===== src/rtl/rit_pkg.sv =====
package rit_pkg;
    parameter int CNT_W = 12;
    parameter int XR_W = 2;
    parameter int REG_W = 32;
    parameter logic [CNT_W-1:0] RESET_PERIOD = 12'h5DC;

    localparam int PER_LSB = 0;
    localparam int CNT_LSB = PER_LSB + CNT_W;
    localparam int XR_LSB  = CNT_LSB + CNT_W;
    localparam int RSV_LSB = XR_LSB + XR_W;
    localparam int RSV_W   = REG_W - RSV_LSB;
    localparam int ADD_W   = XR_W + 1;

    typedef struct packed {
        logic [CNT_W-1:0] period;
        logic [XR_W-1:0]  burst;
    } cfg_t;
endpackage


===== src/rtl/rit_counter.sv =====
module rit_counter
    import rit_pkg::*;
(
    input  logic             clk,
    input  logic             rst_n,
    input  logic [CNT_W-1:0] period_i,
    output logic [CNT_W-1:0] count_o,
    output logic             expire_o,
    output logic             irq_o
);
    typedef struct packed {
        logic [CNT_W-1:0] count;
        logic             irq;
    } cnt_state_t;

    cnt_state_t st_d, st_q;

    always_comb begin
        st_d = st_q;
        if (st_q.count == '0) begin
            st_d.count = period_i;
            st_d.irq   = 1'b1;
        end else begin
            st_d.count = st_q.count - CNT_W'(1);
            st_d.irq   = 1'b0;
        end
    end

    always_ff @(posedge clk or negedge rst_n) begin
        if (!rst_n) begin
            st_q.count <= RESET_PERIOD;
            st_q.irq   <= 1'b0;
        end else begin
            st_q <= st_d;
        end
    end

    assign count_o  = st_q.count;
    assign expire_o = (st_q.count == '0);
    assign irq_o    = st_q.irq;

    assert_dec_R3: assert property (@(posedge clk) disable iff (!rst_n)
        (count_o != '0) |=> (count_o == $past(count_o) - CNT_W'(1)));

    assert_reload_R4: assert property (@(posedge clk) disable iff (!rst_n)
        (count_o == '0) |=> (count_o == $past(period_i)));

    assert_irq_single_R5: assert property (@(posedge clk) disable iff (!rst_n)
        (irq_o && count_o != '0) |=> !irq_o);
endmodule


===== src/rtl/rit_pending.sv =====
module rit_pending
    import rit_pkg::*;
#(
    parameter int PEND_MAX = 15
) (
    input  logic             clk,
    input  logic             rst_n,
    input  logic             expire_i,
    input  logic [ADD_W-1:0] add_i,
    input  logic             ack_i,
    output logic             valid_o
);
    localparam int PEND_W = $clog2(PEND_MAX + 1);
    localparam int SUM_W  = PEND_W + ADD_W;

    typedef struct packed {
        logic [PEND_W-1:0] pend;
    } pend_state_t;

    pend_state_t st_d, st_q;
    logic [SUM_W-1:0] sum;
    logic             take;

    always_comb begin
        st_d = st_q;
        take = ack_i && (st_q.pend != '0);
        sum  = SUM_W'(st_q.pend)
             + (expire_i ? SUM_W'(add_i) : SUM_W'(0))
             - SUM_W'(take);
        if (sum > SUM_W'(PEND_MAX)) begin
            st_d.pend = PEND_W'(PEND_MAX);
        end else begin
            st_d.pend = sum[PEND_W-1:0];
        end
    end

    always_ff @(posedge clk or negedge rst_n) begin
        if (!rst_n) begin
            st_q.pend <= '0;
        end else begin
            st_q <= st_d;
        end
    end

    assign valid_o = (st_q.pend != '0);

    assert_grant_R7: assert property (@(posedge clk) disable iff (!rst_n)
        (ack_i && valid_o && !expire_i) |=> (st_q.pend == $past(st_q.pend) - PEND_W'(1)));

    assert_burst_add_R6: assert property (@(posedge clk) disable iff (!rst_n)
        (expire_i && !(ack_i && valid_o) && (int'(st_q.pend) + int'(add_i) <= PEND_MAX))
        |=> (int'(st_q.pend) == int'($past(st_q.pend)) + int'($past(add_i))));

    assert_no_overflow_R8: assert property (@(posedge clk) disable iff (!rst_n)
        int'(st_q.pend) <= PEND_MAX);

    assert_valid_after_expire_R6: assert property (@(posedge clk) disable iff (!rst_n)
        expire_i |=> valid_o);
endmodule


===== src/rtl/refresh_interval_timer.sv =====
module refresh_interval_timer
    import rit_pkg::*;
#(
    parameter int PEND_MAX = 15
) (
    input  logic             clk,
    input  logic             rst_n,
    input  logic             reg_wr_en,
    input  logic [REG_W-1:0] reg_wr_data,
    output logic [REG_W-1:0] reg_rd_data,
    output logic             ref_req_valid,
    input  logic             ref_req_ack,
    output logic             tick_irq
);
    cfg_t cfg_d, cfg_q;
    logic [CNT_W-1:0] count;
    logic             expire;

    always_comb begin
        cfg_d = cfg_q;
        if (reg_wr_en) begin
            cfg_d.period = reg_wr_data[PER_LSB +: CNT_W];
            cfg_d.burst  = reg_wr_data[XR_LSB +: XR_W];
        end
    end

    always_ff @(posedge clk or negedge rst_n) begin
        if (!rst_n) begin
            cfg_q.period <= RESET_PERIOD;
            cfg_q.burst  <= '0;
        end else begin
            cfg_q <= cfg_d;
        end
    end

    rit_counter u_counter (
        .clk      (clk),
        .rst_n    (rst_n),
        .period_i (cfg_q.period),
        .count_o  (count),
        .expire_o (expire),
        .irq_o    (tick_irq)
    );

    rit_pending #(.PEND_MAX(PEND_MAX)) u_pending (
        .clk      (clk),
        .rst_n    (rst_n),
        .expire_i (expire),
        .add_i    (ADD_W'(cfg_q.burst) + ADD_W'(1)),
        .ack_i    (ref_req_ack),
        .valid_o  (ref_req_valid)
    );

    assign reg_rd_data = {{RSV_W{1'b0}}, cfg_q.burst, count, cfg_q.period};

    assert_cfg_hold_R10: assert property (@(posedge clk) disable iff (!rst_n)
        !reg_wr_en |=> ($stable(reg_rd_data[PER_LSB +: CNT_W]) && $stable(reg_rd_data[XR_LSB +: XR_W])));

    assert_cfg_write_R10: assert property (@(posedge clk) disable iff (!rst_n)
        reg_wr_en |=> (reg_rd_data[PER_LSB +: CNT_W] == $past(reg_wr_data[PER_LSB +: CNT_W])));
endmodule


===== config.mk =====
export PLATFORM = sky130hd
export DESIGN_NAME = refresh_interval_timer
export DESIGN_NICKNAME = d
export VERILOG_FILES = /design/src/rtl/rit_pkg.sv /design/src/rtl/rit_counter.sv /design/src/rtl/rit_pending.sv /design/src/rtl/refresh_interval_timer.sv
export SDC_FILE = /design/constraint.sdc
export NUM_CORES = 1
export LEC_CHECK = 0
export BUFFER_PORTS_ARGS = -buffer_cell sky130_fd_sc_hd__buf_4
export CORE_ASPECT_RATIO = 0.8
export CORE_MARGIN = 8
export CORE_UTILIZATION = 40
export CTS_CLUSTER_SIZE = 28
export DETAILED_ROUTE_END_ITERATION = 12
export GPL_TIMING_DRIVEN = 0
export PLACE_DENSITY_LB_ADDON = 0.25
export SYNTH_ARGS = -nofsm -noshare
export SYNTH_HDL_FRONTEND = slang
export SYNTH_SLANG_ARGS = --single-unit

===== constraint.sdc =====
create_clock -name clk -period 3.8 [get_ports clk]
set_input_delay 0.76 -clock clk [delete_from_list [all_inputs] [get_ports clk]]
set_output_delay 0.76 -clock clk [all_outputs]
set_load 0.1 [all_outputs]

; Word-level counts from Yosys, hierarchy flattened
; Cells that the tools add are included.
[word_totals]
mem_bits_ro = 0
memories = 0
elab_cells = 16
regBits = 31
latchBits = 0
out_inout_bits = 34
ram_bits = 0
input_bits = 36
[classes]
n_lt_le_gt_ge = 1
bitwise_logic = 0
n_shift = 0
n_eq_ne = 0
mux = 3
mul = 0
div = 0
addsub = 4
reduce_logical = 3
[ops]
columns = operator, n
row1 = two-way mux 13 bit, 1
row2 = zero test 12 bit, 1
row3 = "subtractor 12 x 1 -> 12 bit, second input constant", 1
row4 = adder 4 x 7 -> 7 bit, 1
row5 = "greater-than comparator 7 x 4 -> 1 bit, second input constant", 1
row6 = subtractor 7 x 1 -> 7 bit, 1
row7 = two-way mux 4 bit, 1
row8 = nonzero test 4 bit, 1
row9 = "adder 2 x 1 -> 3 bit, second input constant", 1
row10 = two-way mux 3 bit, 1
row11 = logical AND 1 bit, 1

; Longest topological paths before layout
; Gate-level depths: netlist (run 1).
[logic_depth]
depth_word = 6
depth_mapped = 13
mapped_depth_nobuf = 12

; Cells and area by module
; A second synthesis (run 1) with hierarchy kept.
[unflattened]
cells_unflattened = 152
hier_area_um2 = 1686.6
[modules_own_cells]
columns = module, instances, seq_area_each_um2, cells_each, area_per_inst_um2
row1 = rit_counter, 1, 334.1, 73, 715.7
row2 = refresh_interval_timer, 1, 359.1, 38, 593.1
row3 = rit_pending, 1, 100.1, 41, 377.9

; Worst setup path before layout (run 1)
; Ideal clock, no wire load.
[synth_path]
path_type = register to register
from = reg, netlist name u_counter.count_o[9]
to = reg u_pending.st_q[2] (netlist name)
arrival_ns = 3.534
period_less_slack_ns = 3.678
required_ns = 3.656
setup_time_ns = 0.144
path_slack_ns = 0.122
n_path_buf = 2
path_stages_with_launch = 13
cell_sequence = dfrtp_1 -> or4_1 -> buf_2 -> nor4_4 -> buf_6 -> nand2_1 -> ha_1 -> inv_1 -> fa_1 -> a21o_1 -> a21oi_1 -> xnor2_1 -> nand3_1
[synth_rtl]
columns = item, line
row1 = to (signal assigned), rit_pending.sv:41  ; st_q <= st_d;
row2 = to (decl), rit_pending.sv:20  ; pend_state_t st_d, st_q;

==> key figures, run 1 <==
Status
  – Status: complete, no violations

Floorplanning
  – Die H: about 74 µm
  – Die area: between 0.006 and 0.007 mm²
  – # IOs: 70
  – CORE AREA: about 0.0041 mm²
  – FP Rows: 21
  – Starting density of the core: 0.406
  – Die X: about 88 µm

Clock tree
  – CTS tree: built
  – Hold buffer count at CTS: 0
  – Number of gates resized after cts: 0
  – Clock tree sinks: 31
  – CTS buffer count: 5
  – H-tree depth: 2
  – Clk buf depth: 2
  – Post-CTS setup buffers: 0
  – Reg clk slew, reported paths: 0.07 ns
  – Clock Tree Root: clkbuf_8
  – Skew-Pair Late Insertion Delay: 0.28 ns

Setup path
  – Largest stage delay on the critical path: 0.45 ns
  – Worst Setup Path Type: register to register
  – Crit end category: register
  – Critical path depth in cells: 13
  – CP max stage cell: fa_1
  – Critical Path End: u_pending.st_q[3]
  – Worst R2R End: u_pending.st_q[3]
  – Reg2reg start: u_counter.count_o[0]
  – Cells along the critical path: inv_1 > ha_1 > or3b_1 > nor4_4 > buf_6 > nand2_1 > ha_1 > inv_1 > fa_1 > a21o_1 > a21oi_1 > xnor2_1 > nand3_1
  – Worst Setup SP: u_counter.count_o[0]
  – Worst EP required: a little under 4 ns
  – Worst reg2reg path depth: 13
  – Buf/Inv on CP: 3
  – WP data arrival: ~3.7 ns
  – Startpoint Class: register
  – Crit-path leading delay family: simple AND/OR/NAND/NOR gates
  – Critical Path Fanout Max: 10
  – R2R Setup Slk: around 0.28 ns

Drt
  – Vias/cell: 4.72
  – Vias after detailed routing: 1259
  – Drt drc: 0
  – Iteration-0 DRC Markers: 33
  – Wire per inst: between 10 and 15 µm
  – DRT Wirelength: roughly 3700 µm
  – DR pass1 iterations: 4
  – Final ANT Viol Nets: 0

Yosys
  – Ranking of synthesized cells by area: dfrtp_1 (26%), dfstp_2 (22%), ha_1 (8.3%)
  – Synth cell count leaders: dfrtp_1 (17), inv_1 (16), dfstp_2 (14)
  – Synth warn: 0
  – Yosys cell types: 35
  – Synth top area share: 0.257
  – Synthesized flop and latch total: 31
  – Commonest register cell after synthesis: dfrtp_1
  – Syn Inst Count: roughly 150
  – Synthesized cell area: roughly 0.0017 mm²
  – Most frequent cell after synthesis: dfrtp_1
  – Async set-reset flop share out of synthesis: 1.00
  – Register area share after synthesis: 0.480
  – Number of synthesized flops with an enable pin: 0
  – Synth Area per Inst: 10.8 µm²
  – Leading area contributor after synthesis: dfrtp_1

Final layout
  – Fillers: 379
  – Share of cells above drive strength 1: 0.419
  – Inserted Diodes: 0
  – Layout area overhead: 30.9%
  – NumNets Final: around 260
  – Layout Cells excl Fill: around 270

STA
  – Post-route setup TNS: 0 ns
  – Period utilization: 0.926
  – Maximum operating frequency: between 200 and 300 MHz
  – RSZ-0062 raised after global routing: false
  – Slew at the pin closest to its max-slew limit: between 0.5 and 0.6 ns
  – Relative slew margins: 0.639
  – Pins over their slew limit: 0
  – Clk_skew: slightly below 0.009 ns
  – # setup viols final: 0
  – Endpoints failing hold: 0
  – Min Hold Slack: 0.392 ns
  – Crit path time final: around 3.5 ns

Place
  – Gpl congestion: between 0.7 and 0.8
  – Dpl cells: roughly 260
  – IO Port Bufs: 44
  – Dpl hpwl: ~2900 µm

Power
  – Peak VDD IR: 446 µV
  – Leakage power: roughly 1.0 nW
  – Overall Power: between 0.0015 and 0.002 W
  – PwrDens: 908 mW/mm²

Global routing
  – Gr ovfl total: 0
  – First-pass GRT wire length: roughly 6000 µm
  – Met1 Usage GRT: 0.155
  – Initial antenna violation count: 0
  – GRT Total Usage: 0.122
  – Global Route met3 Usage: 0.0391
  – Met2 Track Usage GR: 0.180
  – Gr busiest metal: met2
  – Largest net degree at the start of global routing: 32
  – Vias in the first global route: about 1300

Flow run
  – Max Cap Viol: 0

Hold path
  – Hold Crit Class: input port to async pin
## per-layer routing
layer / vias to the layer above / part of all wire
met5: - / 0
met4: 0 / 0.017
met3: 5 / 0.073
met2: 39 / 0.43
met1: 601 / 0.48
li1: 614 / -
## stage by stage
stage	util	worst slack, ns	cell area [µm²]
after floorplan	-	0.122	1670
after global placement	0.509	0.297	2070
after detailed placement	0.509	0.280	2070
after CTS	0.532	0.272	2170
after global routing	0.532	0.00923	2170
final	0.532	0.280	2170
## state kept, by name, summed over array words and instances, names as in the netlist
register	cells
reg_rd_data	14
u_counter.count_o	12
u_counter.irq_o	1
u_pending.st_q	4
## cell usage in the layout, fill, tap and decap left out, drive strengths merged, types with 3 or more instances in the layout
cell type / instances
a21oi: 4
buf: 55
clkbuf: 8
conb: 6
dfrtp: 17
dfstp: 14
ha: 11
inv: 16
mux2: 12
nand2: 11
nor2: 5
nor3: 4
o21ai: 13
or4: 3
xnor2: 7
## worst min path at each step
stage                     startpoint               endpoint  slack, ns  cells past startpoint
6_report                       rst_n        reg_rd_data[11]       0.39                      1
2_1_floorplan                  rst_n         reg_rd_data[0]       0.46                      0
3_5_place_dp          reg_rd_data[4]   u_counter.count_o[4]       0.48                      2
4_1_cts                        rst_n   u_counter.count_o[5]       0.40                      1
5_1_grt                        rst_n   u_counter.count_o[5]       0.42                      1
3_3_place_gp   u_counter.count_o[10]  u_counter.count_o[10]       0.48                      2
## power breakdown
part / total [W] / internal, W / switching, W
combinational: 0.00114 / 0.000295 / 0.000843
sequential: 0.000566 / 0.000461 / 0.000105
clock: 0.000263 / 0.000146 / 0.000118
total: 0.00197 / 0.000902 / 0.00107
## layout make-up
type,instances,area (µm²),area share
repair buffers,44,330,0.153
inverters,16,60.1,0.0277
multi-input cells,99,734,0.339
plain buffers,12,85.1,0.0393
clock inverters,1,5.00,0.00231
flip-flops and latches,31,793,0.366
clock buffers,7,86.3,0.0399
well taps,57,71.3,0.0329
## logic make-up (layout without fill, tap and decap cells)
logic type      after synthesis  in the layout  share of synthesized area
compound gates               24             24                     0.0840
xor+xnor                      9              9                     0.0477
fa+ha+maj                    12             12                     0.0953
buf+inv                      28             80                     0.0877
flops                        31             31                      0.480
mux                          12             12                     0.0817
other cells                   1              6                    0.00227
simple gates                 36             36                      0.122
No activity file was read; power rests on OpenSTA's default activity.
==> run 2, diff against run 1 <==
--- a/config.mk
+++ b/config.mk
@@ -6,13 +6,16 @@
 export NUM_CORES = 1
 export LEC_CHECK = 0
 export BUFFER_PORTS_ARGS = -buffer_cell sky130_fd_sc_hd__buf_4
+export CELL_PAD_IN_SITES_DETAIL_PLACEMENT = 0
+export CELL_PAD_IN_SITES_GLOBAL_PLACEMENT = 1
 export CORE_ASPECT_RATIO = 0.8
 export CORE_MARGIN = 8
-export CORE_UTILIZATION = 40
+export CORE_UTILIZATION = 35
 export CTS_CLUSTER_SIZE = 28
 export DETAILED_ROUTE_END_ITERATION = 12
 export GPL_TIMING_DRIVEN = 0
 export PLACE_DENSITY_LB_ADDON = 0.25
+export REMOVE_ABC_BUFFERS = 1
 export SYNTH_ARGS = -nofsm -noshare
 export SYNTH_HDL_FRONTEND = slang
 export SYNTH_SLANG_ARGS = --single-unit
==> run 2 against run 1 <==
Hold slack gained 0.016 ns; count of clock-buffer cells in the layout is the same; critical path type unchanged; cell count shrank 1.5%; combinational power is essentially flat; maximum frequency grew 6.2%; non-clock buffer count shrank 7; setup slack gained 0.21 ns; critical path depth is the same; total power shrank 2.2%.
==> key figures, run 2 (synthesis results as in run 1) <==
Global routing
  – Initial antenna violation count: 0 (unchanged)
  – First-pass GRT wire length: 5790 µm (-3.5%)
  – Vias in the first global route: 1237 (-2.8%)
  – GRT Total Usage: 0.101 (-0.0208)
  – Gr ovfl total: 0 (unchanged)
  – Largest net degree at the start of global routing: 32 (unchanged)

Final layout
  – Commonest cells after routing, fill and taps aside: buf_4 (49), dfrtp_1 (17), inv_1 (16), dfstp_2 (14), o21ai_0 (13)
  – Final Util: 0.462 (-0.0696)
  – Layout area overhead: 27.7%
  – Inserted Diodes: 0 (unchanged)
  – Fin area: 0.00211 mm² (-2.5%)
  – Share of cells above drive strength 1: 0.404 (-0.0151)
  – Commonest non-fill, non-tap cell in the layout: buf_4
  – NumNets Final: 250 (-2.7%)
  – Max FFs per register: 14 (unchanged)

Place
  – Area after DPL: 0.00200 mm² (-3.6%)
  – IO Port Bufs: 45 (+2.3%)
  – Gpl congestion: 0.715 (-9.0%)
  – Dpl hpwl: 2700 µm (-6.3%)

Drt
  – Wire per inst: 13.4 µm (-2.5%)
  – Iteration-0 DRC Markers: 29 (-12%)
  – Vias/cell: 4.62 (-2.1%)
  – DR pass1 iterations: 4 (unchanged)
  – DRT Wirelength: 3520 µm (-4.0%)
  – Drt drc: 0 (unchanged)
  – Final ANT Viol Nets: 0 (unchanged)
  – Vias after detailed routing: 1214 (-3.6%)

Setup path
  – Worst Setup SP: u_counter.count_o[0]
  – Critical Path End: u_pending.st_q[3]
  – Critical path depth in cells: 13 (unchanged)
  – R2R Setup Slk: 0.49 ns (+0.21 ns)
  – Worst EP required: 3.94 ns (about the same)
  – CP max stage cell: fa_1
  – Critical Path Fanout Max: 6 (-4)
  – Crit-path leading delay family: adder cells
  – Startpoint Class: register
  – Largest stage delay on the critical path: 0.45 ns (about the same)
  – Cells along the critical path: inv_1 > ha_1 > or3b_1 > nor4_4 > buf_4 > nand2_1 > ha_1 > inv_1 > fa_1 > a21o_1 > a21oi_1 > xnor2_1 > nand3_1
  – Reg2reg start: u_counter.count_o[0]
  – WP data arrival: 3.45 ns (-0.20 ns)
  – Worst R2R End: u_pending.st_q[3]
  – Worst reg2reg path depth: 13 (unchanged)
  – Crit end category: register
  – Buf/Inv on CP: 3 (unchanged)
  – Worst Setup Path Type: register to register

Power
  – Overall Power: 0.00192 W (-2.2%)
  – Leakage power: 0.987 nW (-3.1%)
  – PwrDens: 911 mW/mm² (+0.29%)
  – Peak VDD IR: 519 µV (+16%)

STA
  – Pins over their slew limit: 0 (unchanged)
  – Crit path time final: 3.31 ns (-0.206 ns)
  – RSZ-0062 raised after global routing: false
  – Clk_skew: 0.00313 ns (-0.00569 ns)
  – Period utilization: 0.872 (-0.0543)
  – Maximum operating frequency: 302 MHz (+6.2%)
  – Endpoints failing hold: 0 (unchanged)
  – # setup viols final: 0 (unchanged)
  – Post-route setup TNS: 0 ns (unchanged)

Clock tree
  – H-tree depth: 2 (unchanged)
  – CTS buffer count: 5 (unchanged)
  – Skew-Pair Late Insertion Delay: 0.28 ns (about the same)
  – Reg clk slew, reported paths: 0.06 ns (about the same)
  – Clk buf depth: 2 (unchanged)
  – CTS tree: built
  – Clock Tree Root: clkbuf_8
  – Clock tree sinks: 31 (unchanged)
  – Number of gates resized after cts: 0 (unchanged)

Floorplanning
  – Die area: 0.00720 mm² (+11%)
  – FP Rows: 22 (+4.8%)
  – CORE AREA: 0.00457 mm² (+12%)
  – # IOs: 70 (unchanged)
  – Die H: 77.5 µm (+5.4%)
  – Starting density of the core: 0.362 (-0.0442)
  – Die X: 92.9 µm (+5.6%)

Hold path
  – Hold Crit Class: input port to async pin

Status
  – Status: complete, no violations

Flow run
  – Max Cap Viol: 0 (unchanged)
## run 2: where the power goes
part,switching [W],internal (W)
registers,0.000105,0.000461
clock network,0.000115,0.000128
logic,0.000836,0.000279
total,0.00106,0.000868
## run 2: cell type report
cell class | instances | area, µm²
Clock buffer | 7 | 76.3
Inverter | 16 | 60.1
Timing Repair Buffer | 49 | 368
Tap cell | 60 | 75.1
Multi-Input combinational cell | 99 | 734
Sequential cell | 31 | 793
Fill cell | 458 | 2460
Clock inverter | 1 | 5.00
## run 2: worst min path at each step
stage,to,slack [ns],depth (start not counted)
6_report,reg_rd_data[5],0.41,1
5_1_grt,reg_rd_data[1],0.43,1
4_1_cts,u_counter.count_o[0],0.41,1
3_5_place_dp,u_counter.count_o[4],0.48,2
3_3_place_gp,u_counter.count_o[10],0.47,2
2_1_floorplan,reg_rd_data[0],0.46,0
## run 2: timing repair
item                       CTS  global route
hold buffers                 0             0
buffers inserted             0             4
setup endpoints to repair    0             4
hold endpoints to repair     0             0
## run 2: per-stage QoR
step	hold slack (ns)	setup slack, ns	std cells
after floorplan	0.464	0.0513	146
after global placement	0.473	0.0966	251
after detailed placement	0.479	0.0911	251
after CTS	0.414	0.0896	259
after global routing	0.428	0.313	263
final	0.408	0.486	263
## run 2: routing by layer
layer  track usage  up-vias  part of all wire
met2         0.158       35              0.46
li1              -      599                 -
met3        0.0413        6             0.077
met1         0.113      574              0.44
met4        0.0578        0             0.021
met5             0        -                 0
